## config.mk

```make
export PLATFORM = sky130hd
export DESIGN_NAME = logic_slice
export DESIGN_NICKNAME = d
export VERILOG_FILES = /design/src/rtl/slice_pkg.sv /design/src/rtl/slice_cfg_store.sv /design/src/rtl/slice_lut.sv /design/src/rtl/slice_carry.sv /design/src/rtl/slice_regs.sv /design/src/rtl/logic_slice.sv
export SDC_FILE = /design/constraint.sdc
export NUM_CORES = 1
export LEC_CHECK = 0
export BUFFER_PORTS_ARGS = -buffer_cell sky130_fd_sc_hd__buf_2
export CAP_MARGIN = 20
export CORE_ASPECT_RATIO = 1.5
export CORE_MARGIN = 4
export CORE_UTILIZATION = 36
export DETAILED_ROUTE_END_ITERATION = 6
export GPL_ROUTABILITY_DRIVEN = 0
export PLACE_DENSITY_LB_ADDON = 0.12
export SLEW_MARGIN = 20
export SYNTH_ARGS = -nofsm -noshare
export SYNTH_HDL_FRONTEND = slang
export SYNTH_SLANG_ARGS = --single-unit
```

## constraint.sdc

```tcl
create_clock -name clk -period 3.8 [get_ports clk]
set_input_delay 0.38 -clock clk [delete_from_list [all_inputs] [get_ports clk]]
set_output_delay 0.38 -clock clk [all_outputs]
set_load 0.05 [all_outputs]
```

## src/rtl/slice_pkg.sv

```systemverilog
// Package for the logic slice.
// Holds the shared sizes, the register-source code and the per-half
// configuration record. Assumes a two-half slice with 4-input tables.
package slice_pkg;
    localparam int LUT_K   = 4;
    localparam int MASK_W  = 1 << LUT_K;
    localparam int HALVES  = 2;
    localparam int HALF_W  = $clog2(HALVES);

    typedef enum logic [1:0] {
        DSRC_LUT  = 2'd0,
        DSRC_SUM  = 2'd1,
        DSRC_MUX5 = 2'd2,
        DSRC_ALT  = 2'd3
    } dsrc_e;

    typedef struct packed {
        logic [MASK_W-1:0] mask;
        logic              fsum;
        dsrc_e             dsrc;
        logic              lsr_set;
    } half_cfg_t;
endpackage

```

## src/rtl/slice_cfg_store.sv

```systemverilog
// Configuration store for the logic slice.
// Keeps one configuration record per half. A write replaces only the
// addressed record. Assumes the write strobe is synchronous to clk.
module slice_cfg_store
    import slice_pkg::*;
#(
    parameter int NUM = HALVES,
    localparam int SEL_W = (NUM > 1) ? $clog2(NUM) : 1
) (
    input  logic       clk,
    input  logic       rst_n,
    input  logic       wr_en,
    input  logic [SEL_W-1:0] wr_sel,
    input  half_cfg_t  wr_word,
    output half_cfg_t  cfg_q [NUM]
);
    for (genvar h = 0; h < NUM; h++) begin : g_rec
        // Load record h when the write addresses it; clear on reset.
        always_ff @(posedge clk) begin
            if (!rst_n) begin
                cfg_q[h] <= '0;
            end else if (wr_en && (wr_sel == SEL_W'(h))) begin
                cfg_q[h] <= wr_word;
            end
        end
    end
endmodule

```

## src/rtl/slice_lut.sv

```systemverilog
// K-input lookup table.
// The output is the mask bit addressed by the select vector.
// Purely combinational; assumes the mask is held stable elsewhere.
module slice_lut #(
    parameter int K = 4,
    localparam int W = 1 << K
) (
    input  logic [W-1:0] mask,
    input  logic [K-1:0] sel,
    output logic         y
);
    // Pick the addressed truth-table entry.
    always_comb y = mask[sel];
endmodule

```

## src/rtl/slice_carry.sv

```systemverilog
// Ripple-carry chain through the slice halves.
// Each stage forms a sum bit and passes the majority carry onward.
// Assumes the carry input enters the lowest stage.
module slice_carry #(
    parameter int N = 2
) (
    input  logic [N-1:0] a,
    input  logic [N-1:0] b,
    input  logic         cin,
    output logic [N-1:0] sum,
    output logic [N-1:0] cin_stage,
    output logic         cout
);
    logic [N:0] c;

    assign c[0] = cin;
    for (genvar h = 0; h < N; h++) begin : g_stage
        assign sum[h]   = a[h] ^ b[h] ^ c[h];
        assign c[h+1]   = (a[h] & b[h]) | (a[h] & c[h]) | (b[h] & c[h]);
        assign cin_stage[h] = c[h];
    end
    assign cout = c[N];
endmodule

```

## src/rtl/slice_regs.sv

```systemverilog
// Output register bank with shared control.
// Strobe (synchronous) beats enable; each bit has its own strobe value.
// Assumes all bits share one clock.
module slice_regs #(
    parameter int N = 2
) (
    input  logic         clk,
    input  logic         rst_n,
    input  logic         ce,
    input  logic         lsr,
    input  logic [N-1:0] d,
    input  logic [N-1:0] set_val,
    output logic [N-1:0] q
);
    // Reset, then strobe, then enabled capture, else hold.
    always_ff @(posedge clk) begin
        if (!rst_n) begin
            q <= '0;
        end else if (lsr) begin
            q <= set_val;
        end else if (ce) begin
            q <= d;
        end
    end
endmodule

```

## src/rtl/logic_slice.sv

```systemverilog
// Top of the configurable logic slice.
// Two table halves with a carry chain, a 5-input mux, a cascade mux and
// shared-control output registers. HAS_CARRY_REGS = 0 builds the variant
// with the carry and the registers removed. Assumes a single clock domain.
module logic_slice
    import slice_pkg::*;
#(
    parameter bit HAS_CARRY_REGS = 1'b1
) (
    input  logic              clk,
    input  logic              rst_n,
    input  logic              cfg_we,
    input  logic              cfg_half,
    input  logic [MASK_W-1:0] cfg_mask,
    input  logic              cfg_fsum,
    input  logic [1:0]        cfg_dsrc,
    input  logic              cfg_lsr_set,
    input  logic [HALVES-1:0] in_a,
    input  logic [HALVES-1:0] in_b,
    input  logic [HALVES-1:0] in_c,
    input  logic [HALVES-1:0] in_d,
    input  logic              sel_m0,
    input  logic              sel_m1,
    input  logic              cas_fxa,
    input  logic              cas_fxb,
    input  logic              ce,
    input  logic              lsr,
    input  logic              fci,
    output logic [HALVES-1:0] f_out,
    output logic [HALVES-1:0] q_out,
    output logic              ofx0,
    output logic              ofx1,
    output logic              fco
);
    half_cfg_t         cfg_word;
    half_cfg_t         cfg_q [HALVES];
    logic [HALVES-1:0] lut_vec;
    logic [HALVES-1:0] sum_vec;
    logic [HALVES-1:0] cin_vec;
    logic [HALVES-1:0] d_vec;
    logic [HALVES-1:0] set_vec;
    logic [HALVES-1:0] q_raw;
    logic              chain_out;
    logic              mux5;

    // Pack the load-port fields into one record.
    always_comb begin
        cfg_word.mask    = cfg_mask;
        cfg_word.fsum    = cfg_fsum;
        cfg_word.dsrc    = dsrc_e'(cfg_dsrc);
        cfg_word.lsr_set = cfg_lsr_set;
    end

    slice_cfg_store #(.NUM(HALVES)) u_cfg (
        .clk     (clk),
        .rst_n   (rst_n),
        .wr_en   (cfg_we),
        .wr_sel  (cfg_half),
        .wr_word (cfg_word),
        .cfg_q   (cfg_q)
    );

    for (genvar h = 0; h < HALVES; h++) begin : g_half
        slice_lut #(.K(LUT_K)) u_lut (
            .mask (cfg_q[h].mask),
            .sel  ({in_d[h], in_c[h], in_b[h], in_a[h]}),
            .y    (lut_vec[h])
        );
        assign set_vec[h] = cfg_q[h].lsr_set;
    end

    slice_carry #(.N(HALVES)) u_carry (
        .a         (in_a),
        .b         (in_b),
        .cin       (fci),
        .sum       (sum_vec),
        .cin_stage (cin_vec),
        .cout      (chain_out)
    );

    // Form the 5-input and cascade functions.
    always_comb begin
        mux5 = sel_m0 ? lut_vec[1] : lut_vec[0];
        ofx0 = mux5;
        ofx1 = sel_m1 ? cas_fxb : cas_fxa;
    end

    // Choose per half what the unregistered output and register input see.
    always_comb begin
        for (int h = 0; h < HALVES; h++) begin
            f_out[h] = (HAS_CARRY_REGS && cfg_q[h].fsum) ? sum_vec[h] : lut_vec[h];
            case (cfg_q[h].dsrc)
                DSRC_SUM:  d_vec[h] = sum_vec[h];
                DSRC_MUX5: d_vec[h] = mux5;
                default:   d_vec[h] = lut_vec[h];
            endcase
        end
    end

    slice_regs #(.N(HALVES)) u_regs (
        .clk     (clk),
        .rst_n   (rst_n),
        .ce      (ce),
        .lsr     (lsr),
        .d       (d_vec),
        .set_val (set_vec),
        .q       (q_raw)
    );

    // Drop carry and registers in the reduced variant.
    always_comb begin
        fco   = HAS_CARRY_REGS ? chain_out : 1'b0;
        q_out = HAS_CARRY_REGS ? q_raw : '0;
    end

    logic unused_cin;
    assign unused_cin = ^cin_vec;
endmodule

```

---- Word-level counts from Yosys, hierarchy flattened ----
Index checks and enable logic that the tools add are counted.
word-level totals
  input port bits ......................... 39
  output and inout port bits .............. 7
  register bits ........................... 42
  logic and storage cells ................. 45
operators by class
  reductions and logical operators ........ 3
  mux-type cells .......................... 12
  magnitude comparators ................... 2
  equal/unequal tests ..................... 4
  bitwise gates (word level) .............. 15
operators by type and width
  kind                                                                          count
  4-bit by 5-bit less-than comparator with 1-bit output, second input constant  2
  1-bit binary-select mux with 4-bit select                                     2
  1-bit AND                                                                     6
  1-bit 2-to-1 mux                                                              6
  2-bit by 1-bit == test with 1-bit output, second input constant               2
  2-bit == test, second input constant                                          2
  2-bit 2-to-1 mux                                                              2
  1-bit bitwise OR                                                              4
  1-bit one-hot mux with 2 select lines                                         2
  1-bit bitwise XOR                                                             4
  1-bit logical AND                                                             2
  2-bit nonzero test                                                            1
  1-bit NOT                                                                     1

---- Depth between registers and ports, before layout ----
Gate-level depths: netlist (run 1).
  word-level depth ........................ 7
  depth in mapped cells ................... 7
  gate-level depth less buffers ........... 7

---- Modules after synthesis ----
A second synthesis (run 1) with hierarchy kept.
unflattened totals
  cells, all modules ...................... 208
  area, all modules ....................... 2152.1 um^2
by module, submodules not included
  module           instances  cells an instance  seq. area each (um^2)  area each (um^2)
  slice_cfg_store  1          153                800.8                  1524.0
  slice_lut        2          7                  0.0                    135.1
  logic_slice      1          21                 0.0                    181.4
  slice_regs       1          8                  40.0                   95.1
  slice_carry      1          12                 0.0                    81.3

---- Worst setup path after synthesis (run 1) ----
No wires, ideal clock.
  kind .................................... input -> output
  start ................................... in in_a[0]
  end ..................................... out f_out[1]
  cell stages on the path ................. 4
  arrival time ............................ 2.092 ns
  slack ................................... 1.328 ns
  cell sequence ........................... fa_1 inv_1 fa_1 mux2i_1
on the way
  longest elaborated chain between the ends .. 5
ends and longest elaborated chain
  item                                line               text
  from (decl)                         logic_slice.sv:18  input logic [HALVES-1:0] in_a,
  1-bit AND                           slice_carry.sv:19  assign c[h+1] = (a[h] & b[h]) | (a[h] & c[h]) | (b[h] & c[h]);
  1-bit bitwise OR (*) (2 in series)  slice_carry.sv:19
  1-bit bitwise XOR (*)               slice_carry.sv:18  assign sum[h] = a[h] ^ b[h] ^ c[h];
  1-bit 2-to-1 mux (*)                logic_slice.sv:91  f_out[h] = (HAS_CARRY_REGS && cfg_q[h].fsum) ? sum_vec[h] : lut_vec[h];
  to (decl)                           logic_slice.sv:29  output logic [HALVES-1:0] f_out,
Every way passes the cells marked *; elsewhere a longest branch is shown, timed or not.

---- Worst setup path after layout (run 1) ----
  start ................................... reg u_cfg.cfg_q[4] (netlist name)
  end ..................................... out ofx0
on the way
  longest elaborated chain between the ends .. 3
ends and longest elaborated chain
  item                                       line               text
  1-bit binary-select mux with 4-bit select  slice_lut.sv:13    always_comb y = mask[sel];
  1-bit 2-to-1 mux (implied by the code)     slice_lut.sv:13
  1-bit 2-to-1 mux                           logic_slice.sv:83  mux5 = sel_m0 ? lut_vec[1] : lut_vec[0];
  to (decl)                                  logic_slice.sv:31  output logic ofx0,
Every way passes these cells. The select of a mux whose other input is x is not followed.

==> results of run 1 <==
[worst min-delay path, delay by kind of cell]
family	cells	cell delay (ns)
and+or+nand+nor	1	0.05
AOI/OAI and AO/OA	1	0.06
buffers and inverters	1	0.11
[worst max-delay path by stage]
stage	startpoint	to	slack, ns	depth (start not counted)
final	u_cfg.cfg_q[4]	ofx0	1.38	7
after global routing	u_cfg.cfg_q[4]	ofx0	1.26	7
after CTS	u_cfg.cfg_q[4]	ofx0	1.36	7
after detailed placement	in_d[1]	ofx0	1.47	7
after global placement	in_d[1]	ofx0	1.47	7
after floorplan	in_a[0]	f_out[1]	1.33	4
[final cells by class]
type	instances	area [um2]
Inverter	11	41.3
Sequential cell	42	841
Fill cell	595	3060
Tap cell	70	87.6
Multi-Input combinational cell	179	1150
Timing Repair Buffer	46	233
Clock buffer	5	68.8
Clock inverter	3	45.0
[kinds of logic (layout without fill, tap and decap cells)]
| group | Yosys count | count (layout) | share of synthesized area (%) |
|---|---|---|---|
| mux | 15 | 15 | 10.1 |
| fa+ha+maj | 6 | 6 | 4.31 |
| flops | 42 | 42 | 40.2 |
| simple gates | 102 | 102 | 20.1 |
| compound gates | 56 | 56 | 20.6 |
| buf+inv | 25 | 65 | 4.61 |
[registers in the layout, summed over array words and instances, names as in the netlist]
register     count
u_cfg.cfg_q     40
u_regs.q         2
[metal layers]
layer,vias up,part of all wire [%]
met4,0,0.56
met1,797,42
met5,-,0
li1,902,-
met3,2,5.3
met2,41,52
[cells in the mapped netlist, types with 2 or more instances]
cell,n,share of area [%]
nor2b_1,3,0.90
clkbuf_1,12,2.2
a21boi_0,40,14
a21oi_1,2,0.48
a211oi_1,3,1.1
nand2b_1,2,0.60
ha_1,4,2.4
nand3b_1,3,1.1
nand2_1,87,16
dfxtp_1,42,40
mux2_2,2,1.1
nand3_1,2,0.48
mux2i_1,8,3.8
buf_2,2,0.48
mux4_1,2,2.5
inv_1,10,1.8
fa_1,2,1.9
and2_1,2,0.60
mux4_2,2,2.2
[metrics by stage]
step / worst slack [ns] / std cells / cell area (um2)
global route: 1.26 / 356 / 2470
detailed placement: 1.47 / 348 / 2350
finish: 1.38 / 356 / 2470
global placement: 1.47 / 348 / 2350
CTS: 1.36 / 356 / 2470
floorplan: 1.33 / 246 / 2090
[where the power goes]
| part | internal (uW) | switching, uW | leakage, uW |
|---|---|---|---|
| Clock | 196 | 162 | 0.0000504 |
| Sequential | 460 | 11.6 | 0.000343 |
| Combinational | 60.4 | 95.1 | 0.000596 |
| Total | 716 | 269 | 0.000990 |
==> impl_metrics.yaml, run 1 <==
detailed_routing:
  drcViolationCount: 0
  wl_per_cell_um: 14.5
  viasPerCell: 4.89
  drt_iter0_markers: 52
  drtPass1Iterations: 4
  via_count: 1742
  drt-total-wl_um: 5150
  antenna_left: 0
finish:
  utilization_pct: 44.6
  drive_gt1_share_pct: 21.7
  layout_commonest_cell: "nand2_1"
  antennaDiodeCount: 0
  nets: 330
  area_growth_syn_to_layout_pct: 18.1
  final_cell_mix: "87 x nand2_1, 45 x buf_2, 42 x dfxtp_1"
clock_network:
  cts_buffers: 5
  cts_sinks: 42
  postCtsHoldBufs: 0
  clk_pin_slew_ns: 0.08
  cts_tree: "built"
  clock_latency_ns: 0.29
  htree_levels: 2
  cts_root_buf: "clkbuf_8"
  clockBufferDepth: 2
  ctsResizeCount: 0
  post_cts_buffers: 0
critical_path:
  regToRegEndpoint: "u_regs.q[0]"
  cp-start-kind: "flop"
  critical-path-top-delay-family: "compound AO/OA/AOI/OAI gates"
  end_kind: "primary output"
  crit_slowest_cell: "a2111oi_0"
  ff2ff_setup_slack_ns: 2.10
  crit_chain: "nor2b_1 -> a2111oi_0 -> a31oi_1 -> a41oi_2 -> mux2_2 -> inv_1 -> buf_2"
  path_max_fanout: 3
  critPathKind: "reg2out"
  crit_arrival_ns: 2.04
  r2r_cells: 6
  timing.critical_path.buf_inv: 2
  worstPathRequired_ns: 3.42
  cp_slowest_stage_delay_ns: 0.44
  rr_startpoint: "u_cfg.cfg_q[4]"
global_route:
  grt-ovfl-total: 0
  grt.met2_usage_pct: 28.1
  grt_pass1_vias: 1768
  busiest_layer: "met2"
  grtUsageTotal_pct: 15.2
  grt_pass1_wl_um: 8460
  grtUsageMet1_pct: 17.0
  antenna_found_initial: 0
  grtUsageMet3_pct: 4.17
  grt_max_degree: 44
timing:
  finalSetupTns_ns: 0
  rsz0062_at_grt: "no"
  min_period_ns: 2.42
  hold_viol_final: 0
  relSlewSlack_pct: 47.4
  post-route-period-util_pct: 63.8
  slew_viol_final: 0
  finClkSkew_ns: 0.00509
  max_clock_freq_ghz: 0.413
  worst_pin_slew_ns: 0.789
  hold_ws_ns: 0.347
  setup_viol: 0
placement:
  port_buffers: 45
  hpwl_um: 3990
power:
  powerDensity_mw_per_mm2: 399
  p_leak_uw: 0.000990
  total_power_uw: 985
  max-vdd-ir-drop_mv: 0.165
synthesis:
  postSynth.asyncResetShare_pct: 0
  ys_seq_area_share_pct: 40.2
  yosysUniqueCellTypes: 35
  synth_edf_count: 0
  yosys_register_bits: 42
  yosysWarnings: 0
  postSynthAreaPerCell_um2: 8.49
  syn-num-nets: 291
  synth_area_mm2: 0.00209
  synthCells: 246
  synth_ff_type: "dfxtp_1"
min_path:
  min_to: "u_cfg.cfg_q[0]"
  holdPathStages: 3
  hp-start: "cfg_lsr_set"
  min_path_type: "in2reg"
run_status:
  status: "finished, final reports clean"
floorplanning:
  ios: 46
  die_x_um: 70.2
  fp-row-count: 33
  core_mm2: 0.00553
  die_h_um: 101
  die_area_mm2: 0.00711
  start_util_pct: 37.8
run:
  maxCapViolations: 0
No activity file was read; power rests on OpenSTA's default activity.
==> run 2, diff against run 1 <==
clock period = 2.1 ns   (was 3.8 ns; I/O delays follow)
==> run 2 against run 1 <==
  * Die area did not move
  * Total power rose by 73%
  * Final area grew 2.3%
  * Worst hold slack worse by 0.17 ns
  * Global-route usage is 0.16 points higher
==> impl_metrics.yaml, run 2 (same netlist as run 1, synthesis figures left out) <==
run_status:
  status: "finished, final reports clean"
global_route:
  antenna_found_initial: 0
  grt_pass1_vias: 1790
  grt_max_degree: 41
  grt_pass1_wl_um: 8460
  grt-ovfl-total: 0
  grtUsageTotal_pct: 15.4
detailed_routing:
  antenna_left: 0
  drt-total-wl_um: 5200
  drtPass1Iterations: 4
  drcViolationCount: 0
  drt_iter0_markers: 60
  viasPerCell: 4.98
  wl_per_cell_um: 14.3
  via_count: 1806
power:
  p_clk_share_pct: 31.6
  swShare_pct: 27.8
  p_comb_share_pct: 18.5
  seqPwrFrac_pct: 50.0
  total_power_uw: 1710
  intPower_uw: 1230
  max-vdd-ir-drop_mv: 0.355
  p_leak_uw: 0.00102
  powerDensity_mw_per_mm2: 676
  p_sw_uw: 475
clock_network:
  cts_tree: "built"
  cts_root_buf: "clkbuf_8"
  cts_buffers: 5
  clock_latency_ns: 0.29
  cts_sinks: 42
  clockBufferDepth: 2
  clk_pin_slew_ns: 0.08
  htree_levels: 2
placement:
  port_buffers: 45
  dp.cells: 354
  hpwl_um: 4000
floorplanning:
  die_h_um: 101
  die_area_mm2: 0.00711
  core_mm2: 0.00553
  start_util_pct: 37.8
  fp-row-count: 33
  die_x_um: 70.2
  ios: 46
timing:
  hold_viol_final: 0
  finClkSkew_ns: 0.00505
  slew_viol_final: 0
  max_clock_freq_ghz: 0.491
  setup_viol: 0
  relSlewSlack_pct: 54.9
  worst_pin_slew_ns: 0.675
  rsz0062_at_grt: "yes"
  min_period_ns: 2.04
  hold_ws_ns: 0.172
  post-route-period-util_pct: 97.0
critical_path:
  worstPathRequired_ns: 1.89
  regToRegEndpoint: "u_regs.q[1]"
  critPathKind: "reg2out"
  path_max_fanout: 2
  rr_startpoint: "u_cfg.cfg_q[4]"
  r2r_cells: 8
  end_kind: "primary output"
  cp-start-kind: "flop"
  ff2ff_setup_slack_ns: 0.28
  crit_arrival_ns: 1.83
finish:
  layout_commonest_cell: "nand2_1"
  antennaDiodeCount: 0
  nFillCells: 618
  final_cell_mix: "86 x nand2_1, 43 x buf_2, 41 x dfxtp_1"
  instances_no_fill: 363
  regMostFlops: "u_cfg.cfg_q"
  largestRegisters: "u_cfg.cfg_q (40), u_regs.q (2)"
  area_growth_syn_to_layout_pct: 20.8
  nets: 337
  drive_gt1_share_pct: 25.6
  utilization_pct: 45.6
  largest_reg_flops: 40
min_path:
  min_to: "u_cfg.cfg_q[21]"
  hp-start: "cfg_dsrc[0]"
  min_path_type: "in2reg"
  holdPathStages: 3
run:
  maxCapViolations: 0
## run 2: per-layer routing
metal  GRT usage (%)  vias up  wire length [um]
met5               0        -                 0
met1            17.1      845              2120
met3            3.48        8               244
met2            28.4       43              2760
met4            5.75        0                77
li1                -      910                 -
## run 2: how the worst max path moves through the flow
stage	from	end	slack (ns)	cells after the start
after floorplan	in_a[0]	f_out[1]	0.21	4
after global placement	in_a[0]	u_regs.q[1]	0.1	8
after detailed placement	in_a[0]	u_regs.q[1]	0.08	8
after CTS	u_cfg.cfg_q[14]	ofx0	0.0006	6
after global routing	u_cfg.cfg_q[19]	f_out[1]	-0.02	7
final	u_cfg.cfg_q[17]	ofx0	0.06	7
## run 2: area by class of cell
type,count,area [um2],area share (%)
multi-input combinational,179,1160,46.0
sequential,42,842,33.3
timing repair buffer,53,302,11.9
tap,70,87.6,3.47
clock buffer,7,86.3,3.42
inverter,11,41.3,1.64
clock inverter,1,5.00,0.198
## run 2: what timing repair did
item | 4_1_cts | 5_1_grt
endpoints found under the setup margin | 2 | 3
hold buffers | 0 | 0
hold endpoints to repair | 0 | 0
resized for setup | 7 | 6
buffers inserted | 1 | 0
pin swaps | 2 | 3
## run 2: power groups by stage
stage | registers, uW | logic, uW | clock network (uW)
6_report | 854 | 315 | 539
5_1_grt | 858 | 349 | 577
4_1_cts | 853 | 317 | 556
2_1_floorplan | 873 | 186 | 0
3_3_place_gp | 871 | 304 | 0
3_5_place_dp | 872 | 304 | 0
## run 2: stage by stage
step                      setup TNS (ns)  setup slack (ns)  cell area (um2)
final                                  0            0.0632             2520
after global routing             -0.0235           -0.0150             2520
after CTS                              0          0.000586             2520
after detailed placement               0            0.0794             2400
after global placement                 0            0.0987             2400
after floorplan                        0             0.209             2090
## run 2: worst max-delay path, stage by stage (launching register included)
cell     delay (ns)
dfxtp_1        0.31
mux4_2         0.46
nand2_1        0.09
a21oi_2        0.06
a41oi_2        0.23
mux2_4         0.21
inv_2          0.04
buf_8          0.14
